File: src/rtl/seq_pkg.sv
package seq_pkg;
  typedef enum logic [1:0] {
    OP_NEXT   = 2'b00,
    OP_BRANCH = 2'b01,
    OP_CALL   = 2'b10,
    OP_RETURN = 2'b11
  } seq_op_e;

  typedef enum logic [1:0] {
    ST_IDLE,
    ST_PUSH,
    ST_POP_WAIT,
    ST_POP_LOAD
  } seq_state_e;
endpackage

File: src/rtl/seq_sp_unit.sv
module seq_sp_unit #(
  parameter int ADDR_W = 12,
  parameter logic [ADDR_W-1:0] TOP = '1,
  parameter logic [ADDR_W-1:0] FLOOR = '0
) (
  input  logic              clk,
  input  logic              rst,
  input  logic              dec,
  input  logic              inc,
  output logic [ADDR_W-1:0] sp,
  output logic              at_floor,
  output logic              at_top
);
  always_ff @(posedge clk) begin
    if (rst)      sp <= TOP;
    else if (dec) sp <= sp - 1'b1;
    else if (inc) sp <= sp + 1'b1;
  end

  assign at_floor = (sp == FLOOR);
  assign at_top   = (sp == TOP);
endmodule

File: src/rtl/seq_pc_unit.sv
module seq_pc_unit #(
  parameter int ADDR_W = 12
) (
  input  logic              clk,
  input  logic              rst,
  input  logic              ld,
  input  logic [ADDR_W-1:0] ld_val,
  input  logic              adv,
  output logic [ADDR_W-1:0] pc,
  output logic [ADDR_W-1:0] pc_inc
);
  assign pc_inc = pc + 1'b1;

  always_ff @(posedge clk) begin
    if (rst)      pc <= '0;
    else if (ld)  pc <= ld_val;
    else if (adv) pc <= pc_inc;
  end
endmodule

File: src/rtl/pc_sequencer.sv
module pc_sequencer #(
  parameter int ADDR_W = 12,
  parameter logic [ADDR_W-1:0] STACK_TOP = '1,
  parameter int STACK_DEPTH = 64
) (
  input  logic              clk,
  input  logic              rst,
  input  logic              op_valid,
  input  logic [1:0]        op,
  input  logic [ADDR_W-1:0] ea,
  input  logic              take,
  input  logic [ADDR_W-1:0] mem_rdata,
  output logic [ADDR_W-1:0] pc,
  output logic [ADDR_W-1:0] sp,
  output logic              busy,
  output logic [ADDR_W-1:0] mem_addr,
  output logic [ADDR_W-1:0] mem_wdata,
  output logic              mem_we,
  output logic              mem_re,
  output logic              ovf_err,
  output logic              udf_err
);
  import seq_pkg::*;

  localparam logic [ADDR_W-1:0] STACK_FLOOR = STACK_TOP - ADDR_W'(STACK_DEPTH);

  seq_state_e        state, state_nxt;
  seq_op_e           op_e;
  logic [ADDR_W-1:0] target_q;
  logic              cap_target;
  logic              pc_ld, pc_adv;
  logic [ADDR_W-1:0] pc_ld_val, pc_inc;
  logic              sp_dec, sp_inc, sp_at_floor, sp_at_top;
  logic              wr_issue, rd_issue, set_ovf, set_udf;

  assign op_e = seq_op_e'(op);

  seq_pc_unit #(.ADDR_W(ADDR_W)) u_pc (
    .clk(clk), .rst(rst), .ld(pc_ld), .ld_val(pc_ld_val),
    .adv(pc_adv), .pc(pc), .pc_inc(pc_inc)
  );

  seq_sp_unit #(.ADDR_W(ADDR_W), .TOP(STACK_TOP), .FLOOR(STACK_FLOOR)) u_sp (
    .clk(clk), .rst(rst), .dec(sp_dec), .inc(sp_inc),
    .sp(sp), .at_floor(sp_at_floor), .at_top(sp_at_top)
  );

  always_comb begin
    state_nxt  = state;
    pc_ld      = 1'b0;
    pc_ld_val  = ea;
    pc_adv     = 1'b0;
    sp_dec     = 1'b0;
    sp_inc     = 1'b0;
    wr_issue   = 1'b0;
    rd_issue   = 1'b0;
    set_ovf    = 1'b0;
    set_udf    = 1'b0;
    cap_target = 1'b0;
    unique case (state)
      ST_IDLE: begin
        if (op_valid) begin
          unique case (op_e)
            OP_NEXT:   pc_adv = 1'b1;
            OP_BRANCH: begin
              pc_ld  = take;
              pc_adv = !take;
            end
            OP_CALL: begin
              if (sp_at_floor) set_ovf = 1'b1;
              else begin
                sp_dec     = 1'b1;
                cap_target = 1'b1;
                state_nxt  = ST_PUSH;
              end
            end
            OP_RETURN: begin
              if (sp_at_top) set_udf = 1'b1;
              else begin
                rd_issue  = 1'b1;
                state_nxt = ST_POP_WAIT;
              end
            end
          endcase
        end
      end
      ST_PUSH: begin
        wr_issue  = 1'b1;
        pc_ld     = 1'b1;
        pc_ld_val = target_q;
        state_nxt = ST_IDLE;
      end
      ST_POP_WAIT: state_nxt = ST_POP_LOAD;
      ST_POP_LOAD: begin
        pc_ld     = 1'b1;
        pc_ld_val = mem_rdata;
        sp_inc    = 1'b1;
        state_nxt = ST_IDLE;
      end
    endcase
  end

  always_ff @(posedge clk) begin
    if (rst) begin
      state     <= ST_IDLE;
      busy      <= 1'b0;
      target_q  <= '0;
      mem_we    <= 1'b0;
      mem_re    <= 1'b0;
      mem_addr  <= '0;
      mem_wdata <= '0;
      ovf_err   <= 1'b0;
      udf_err   <= 1'b0;
    end else begin
      state  <= state_nxt;
      busy   <= (state_nxt != ST_IDLE);
      mem_we <= wr_issue;
      mem_re <= rd_issue;
      if (cap_target) target_q <= ea;
      if (wr_issue) begin
        mem_addr  <= sp;
        mem_wdata <= pc_inc;
      end else if (rd_issue) begin
        mem_addr  <= sp;
      end
      if (set_ovf) ovf_err <= 1'b1;
      if (set_udf) udf_err <= 1'b1;
    end
  end
endmodule

File: config.mk
export PLATFORM = sky130hd
export DESIGN_NAME = pc_sequencer
export DESIGN_NICKNAME = d
export VERILOG_FILES = /design/src/rtl/seq_pkg.sv /design/src/rtl/seq_sp_unit.sv /design/src/rtl/seq_pc_unit.sv /design/src/rtl/pc_sequencer.sv
export SDC_FILE = /design/constraint.sdc
export NUM_CORES = 1
export LEC_CHECK = 0
export ABC_CLOCK_PERIOD_IN_PS = 5500
export BUFFER_PORTS_ARGS = -buffer_cell sky130_fd_sc_hd__buf_2
export CAP_MARGIN = 20
export CORE_MARGIN = 3
export CORE_UTILIZATION = 44
export DETAILED_ROUTE_END_ITERATION = 16
export GPL_TIMING_DRIVEN = 0
export PLACE_DENSITY = 0.76
export SLEW_MARGIN = 20
export SYNTH_ARGS = -nofsm -noshare
export SYNTH_HDL_FRONTEND = slang
export SYNTH_SLANG_ARGS = --single-unit
File: constraint.sdc
create_clock -name clk -period 5.5 [get_ports clk]
set_input_delay 1.1 -clock clk [delete_from_list [all_inputs] [get_ports clk]]
set_output_delay 1.1 -clock clk [all_outputs]
set_load 0.02 [all_outputs]
# Word level (Yosys, flattened, before mapping)
# Index checks and enable logic that the tools add are counted.
[classes]
n_reduce_logical = 8
n_mux = 36
eq_ne = 8
addsub = 3
[ops]
columns = ["op", "n"]
rows = [
  ["$mux 12", 6],
  ["$add 12x1->12 const B", 2],
  ["$eq 12x12->1 const B", 2],
  ["$pmux 12 s2", 1],
  ["$mux 1", 22],
  ["$sub 12x1->12 const B", 1],
  ["$eq 2x2->1 const B", 4],
  ["$reduce_bool 2->1", 4],
  ["$mux 2", 3],
  ["$pmux 2 s3", 1],
  ["$eq 2x1->1 const B", 2],
  ["$logic_not 2->1", 2],
  ["$pmux 1 s2", 2],
  ["$pmux 2 s2", 1],
  ["$reduce_or 2->1", 1],
  ["$logic_not 1->1", 1],
]
[totals]
ff_bits = 67
wordCells = 66
inputBits = 30
output_inout_bits = 53

# Depth between registers and ports, before layout
[logic_depth]
word_depth = 7
depth_mapped = 11
ltp_nobuf = 10

# Hierarchy
# A second synthesis with hierarchy kept.
[unflattened]
cells_unflattened = 481
area_unflattened_um2 = 4086.4
[modules_own_cells]
columns = ["module", "instances", "seq_area_each_um2", "area_per_inst_um2", "cells_per_inst"]
rows = [
  ["pc_sequencer", 1, 860.8, 2213.4, 255],
  ["seq_sp_unit", 1, 240.2, 960.9, 114],
  ["seq_pc_unit", 1, 240.2, 912.1, 112],
]

# Worst setup path after synthesis
# Ideal clock, no wire load.
[synth_timing]
kind = "input to register"
start = "in op[0]"
end = "reg u_sp.sp[8]"
stages = 11
setup_slack_ns = 1.594
arrival_time_ns = 3.819
path_buffers = 2
setup_ns = 0.087
t_required_ns = 5.413
cell_sequence = "clkbuf_2 -> nor4_2 -> nand2_1 -> inv_2 -> buf_2 -> ha_1 -> a211oi_1 -> o21bai_1 -> a2111oi_0 -> nor3b_1 -> o31ai_1"
[synth_via]
elab_chain_cells = 5
word_cells_on_any_way = 6
classes_between = "eq/ne: 1; mux: 4; reduce/logical: 1"
[synth_lines]
columns = ["element", "line_no", "source"]
rows = [
  ["start: declaration", "pc_sequencer.sv:9", "input logic [1:0] op,"],
  ["$eq 2x2->1 *", "-", ""],
  ["$mux 1 * (3 in a row)", "-", ""],
  ["named net cap_target", "pc_sequencer.sv:30", "logic cap_target;"],
  ["$mux 12 or $reduce_bool 2->1 (tied branches)", "-", ""],
  ["end signal: assignment", "seq_sp_unit.sv:16", "else if (dec) sp <= sp - 1'b1;"],
  ["end signal: assignment", "seq_sp_unit.sv:17", "else if (inc) sp <= sp + 1'b1;"],
  ["end: declaration", "seq_sp_unit.sv:10", "output logic [ADDR_W-1:0] sp,"],
]
# Mark *: on every way through the listed nets, which the timed path passes. The rest lies on a longest branch.
# A chain may end at the register's enable or synchronous reset.

# Worst setup path after layout
# Same ends and word-level chain as after synthesis.

==> run_results.csv <==
group,metric,value,unit
logic_synthesis,netlist_top_cells_count,"dfxtp_1 (67), nand2_1 (48), nor2_1 (45)",
worst_hold_path,hold_class,"flip-flop to flip-flop",
timing,slew-limit-headroom,0.492,
timing,timing.final.crit_period,4.32,ns
worst_hold_path,hold_depth,2,
clock_tree,cts_hold_buf,0,
timing,skew,0.0131,ns
detailed_routing,drt_iter0_drc,269,
run_status,status,"finished clean",
power_and_ir_drop,ir_worst_vdd,0.000111,V
clock_tree,postCtsSetupRepairBufs,0,
logic_synthesis,yosysWarnings,0,
setup_path,r2r_slack,1.57,ns
floorplan,ios,83,
setup_path,worstReg2RegStart,"u_sp.sp[0]$_SDFFE_PP1P_",
logic_synthesis,synthArstFlopShare,0,
layout,drive_above_1_share,0.243,
timing,fmax,231,MHz
clock_tree,clock_path_buffers,2,
power_and_ir_drop,p_total,1.30,mW
logic_synthesis,syn_inst,415,
setup_path,worstSetupPathType,"input port to flip-flop",
setup_path,cp_top_family,"compound AO/OA/AOI/OAI gates",
setup_path,critPathBufInv,3,
worst_hold_path,holdPathEnd,"target_q[7]$_SDFFE_PP0P_",
logic_synthesis,synth_flop_cell,"dfxtp_1",
logic_synthesis,synth_edf_count,0,
detailed_routing,drc,0,
layout,area_growth,20.4,%
detailed_routing,wl_per_cell,15.9,um
placed_design,io_buffers,80,
floorplan,start_util,0.469,
logic_synthesis,synthesis.nets,457,
setup_path,path_cells,"clkbuf_2, nor4_2, nand2_1, inv_2, buf_2, ha_1, a211oi_1, o21bai_1, a2111oi_0, nor3b_1, o31ai_1",
power_and_ir_drop,p_per_area,307,nW/um^2
logic_synthesis,synth.largest_area_cell,"dfxtp_1",
global_routing,grt_antenna_before_repair,0,
logic_synthesis,synth.top_cell.area_share,0.382,
placed_design,routabilityCongestion,0.914,
setup_path,required,5.76,ns
detailed_routing,vias,3457,
placed_design,dp_hpwl,7.03,mm
global_routing,grt_max_degree,21,
worst_hold_path,hp-start,"target_q[7]$_SDFFE_PP0P_",
global_routing,grt_pass1_wl,15.9,mm
timing,drv_slew,0,
power_and_ir_drop,power.leakage,1.74,nW
setup_path,start_kind,"input port",
floorplan,die_w,95.3,um
layout,fillers,690,
setup_path,critical_path.max_stage_delay,0.61,ns
layout,nets,548,
timing,setup_violations,0,
clock_tree,htreeDepth,3,
logic_synthesis,synth_area_leaders,"dfxtp_1 (38%), a21oi_1 (6.3%), mux2i_1 (6.0%)",
clock_tree,cts-root-buf,"clkbuf_8",
logic_synthesis,ys_seq_elements,67,
global_routing,grt_usage,0.223,
logic_synthesis,synth_most_common_cell,"dfxtp_1",
timing,worstMarginPinSlew,0.754,ns
clock_tree,path_clk_slew,0.08,ns
setup_path,critPathMaxFanout,20,
detailed_routing,dr.pass1.iters,5,
timing,final_hold_viol_count,0,
floorplan,die_area,9090,sq um
timing,post-route-period-util,0.786,
global_routing,grt_overflow_total,0,
timing,rsz0062_at_grt,"no",
clock_tree,ctsResizeCount,0,
setup_path,arrival,4.58,ns
floorplan,core-area,7490,sq um
detailed_routing,drt_wl_total,9.69,mm
clock_tree,tritoncts,"built",
logic_synthesis,seq_area_frac_synth,0.382,
flow_run,drv_cap,0,
detailed_routing,final_antenna_net_count,0,
clock_tree,numCtsBuffers,9,
timing,fin_tns_setup,0,ns
setup_path,endpoint_kind,"flip-flop",
floorplan,std_cell_rows,31,
global_routing,grt_pass1_vias,3178,
setup_path,worst-r2r-cell-count,11,
setup_path,r2r_end,"u_sp.sp[8]$_SDFFE_PP1P_",
clock_tree,clock_sinks,67,
clock_tree,clk_latency,0.34,ns
setup_path,slowest_stage,"a2111oi_0",
logic_synthesis,ys_types,59,
logic_synthesis,synth.cell_area,3510,sq um
logic_synthesis,avgSynthCellArea,8.46,sq um
floorplan,dieHeight,95.3,um
detailed_routing,vias_per_cell,5.67,
layout,antenna_cells,0,
==> through the flow <==
step / std cells / hold WS, ns / util / worst slack (ns) / area [sq um]
final: 610 / 0.455 / 0.565 / 1.18 / 4230
after floorplan: 415 / 0.434 / - / 1.59 / 3510
after CTS: 610 / 0.459 / 0.565 / 1.24 / 4230
after global placement: 594 / 0.439 / 0.539 / 1.05 / 4040
after detailed placement: 594 / 0.447 / 0.539 / 0.962 / 4040
after global routing: 610 / 0.475 / 0.565 / 0.903 / 4230
==> flip-flops by register name (all words and copies together), names as in the netlist <==
register / flops
mem_wdata: 12
udf_err: 1
mem_addr: 12
u_sp.sp: 12
target_q: 12
ovf_err: 1
mem_re: 1
busy: 1
u_pc.pc: 12
mem_we: 1
state: 2
==> placed cells by master (no fill, tap or decap), types with 4 or more instances in the layout <==
cell type,Yosys,final
buf_1,4,4
ha_1,11,11
a21oi_1,44,44
dfxtp_1,67,67
clkbuf_1,9,9
nor4_1,5,5
o21ai_0,22,22
clkbuf_8,0,9
nor2_1,45,45
nand4_1,4,4
mux2i_1,21,21
a31oi_1,4,4
buf_2,6,86
xnor2_1,8,8
and3_1,4,4
nor3_1,10,10
a21o_1,4,4
inv_1,5,5
nor3b_1,4,4
a211oi_1,17,17
xor2_1,8,8
nand3_1,7,7
mux2_2,6,6
nand2_1,48,48
==> logic make-up after synthesis <==
group | Yosys count | share of synthesized area
simple gates | 143 | 0.190
mux | 27 | 0.0791
compound gates | 121 | 0.224
fa+ha+maj | 12 | 0.0449
flops | 67 | 0.382
buf+inv | 29 | 0.0399
xor+xnor | 16 | 0.0399
==> worst min-delay path: cells and delay by family (launching register included) <==
kind            cells  cell delay (ns)
flops               1             0.31
compound gates      1             0.05
simple gates        1             0.05
==> worst max path at each step <==
stage | cells after the start | slack (ns) | endpoint | startpoint
after CTS | 11 | 1.24 | u_sp.sp[8]$_SDFFE_PP1P_ | op[0]
final | 11 | 1.18 | u_sp.sp[8]$_SDFFE_PP1P_ | op[0]
after floorplan | 11 | 1.59 | u_sp.sp[8]$_SDFFE_PP1P_ | op[0]
after global routing | 11 | 0.90 | u_sp.sp[8]$_SDFFE_PP1P_ | op[0]
after global placement | 11 | 1.05 | u_sp.sp[7]$_SDFFE_PP1P_ | op[0]
after detailed placement | 11 | 0.96 | u_sp.sp[8]$_SDFFE_PP1P_ | op[0]
==> where the power goes <==
group	switching, mW	internal (mW)
clock	0.196	0.207
sequential	0.0326	0.522
combinational	0.206	0.135
total	0.435	0.864
==> layout make-up <==
type                            instances  area (sq um)  area share
Multi-Input combinational cell        319          2030       0.480
Sequential cell                        67          1340       0.317
Timing Repair Buffer                   80           400      0.0947
Clock buffer                            9           124      0.0293
Tap cell                               99           124      0.0293
Buffer                                 23           118      0.0278
Clock inverter                          7          68.8      0.0163
Inverter                                6          22.5     0.00533
==> per-layer routing <==
metal	vias to the layer above	global-route usage	share of wire	wire, um
met3	14	0.0410	0.070	682
met4	0	0.0745	0.013	123
met1	1623	0.319	0.47	4520
met5	-	0	0	0
li1	1681	-	-	-
met2	139	0.337	0.45	4360
(Power assumes the default switching activity.)
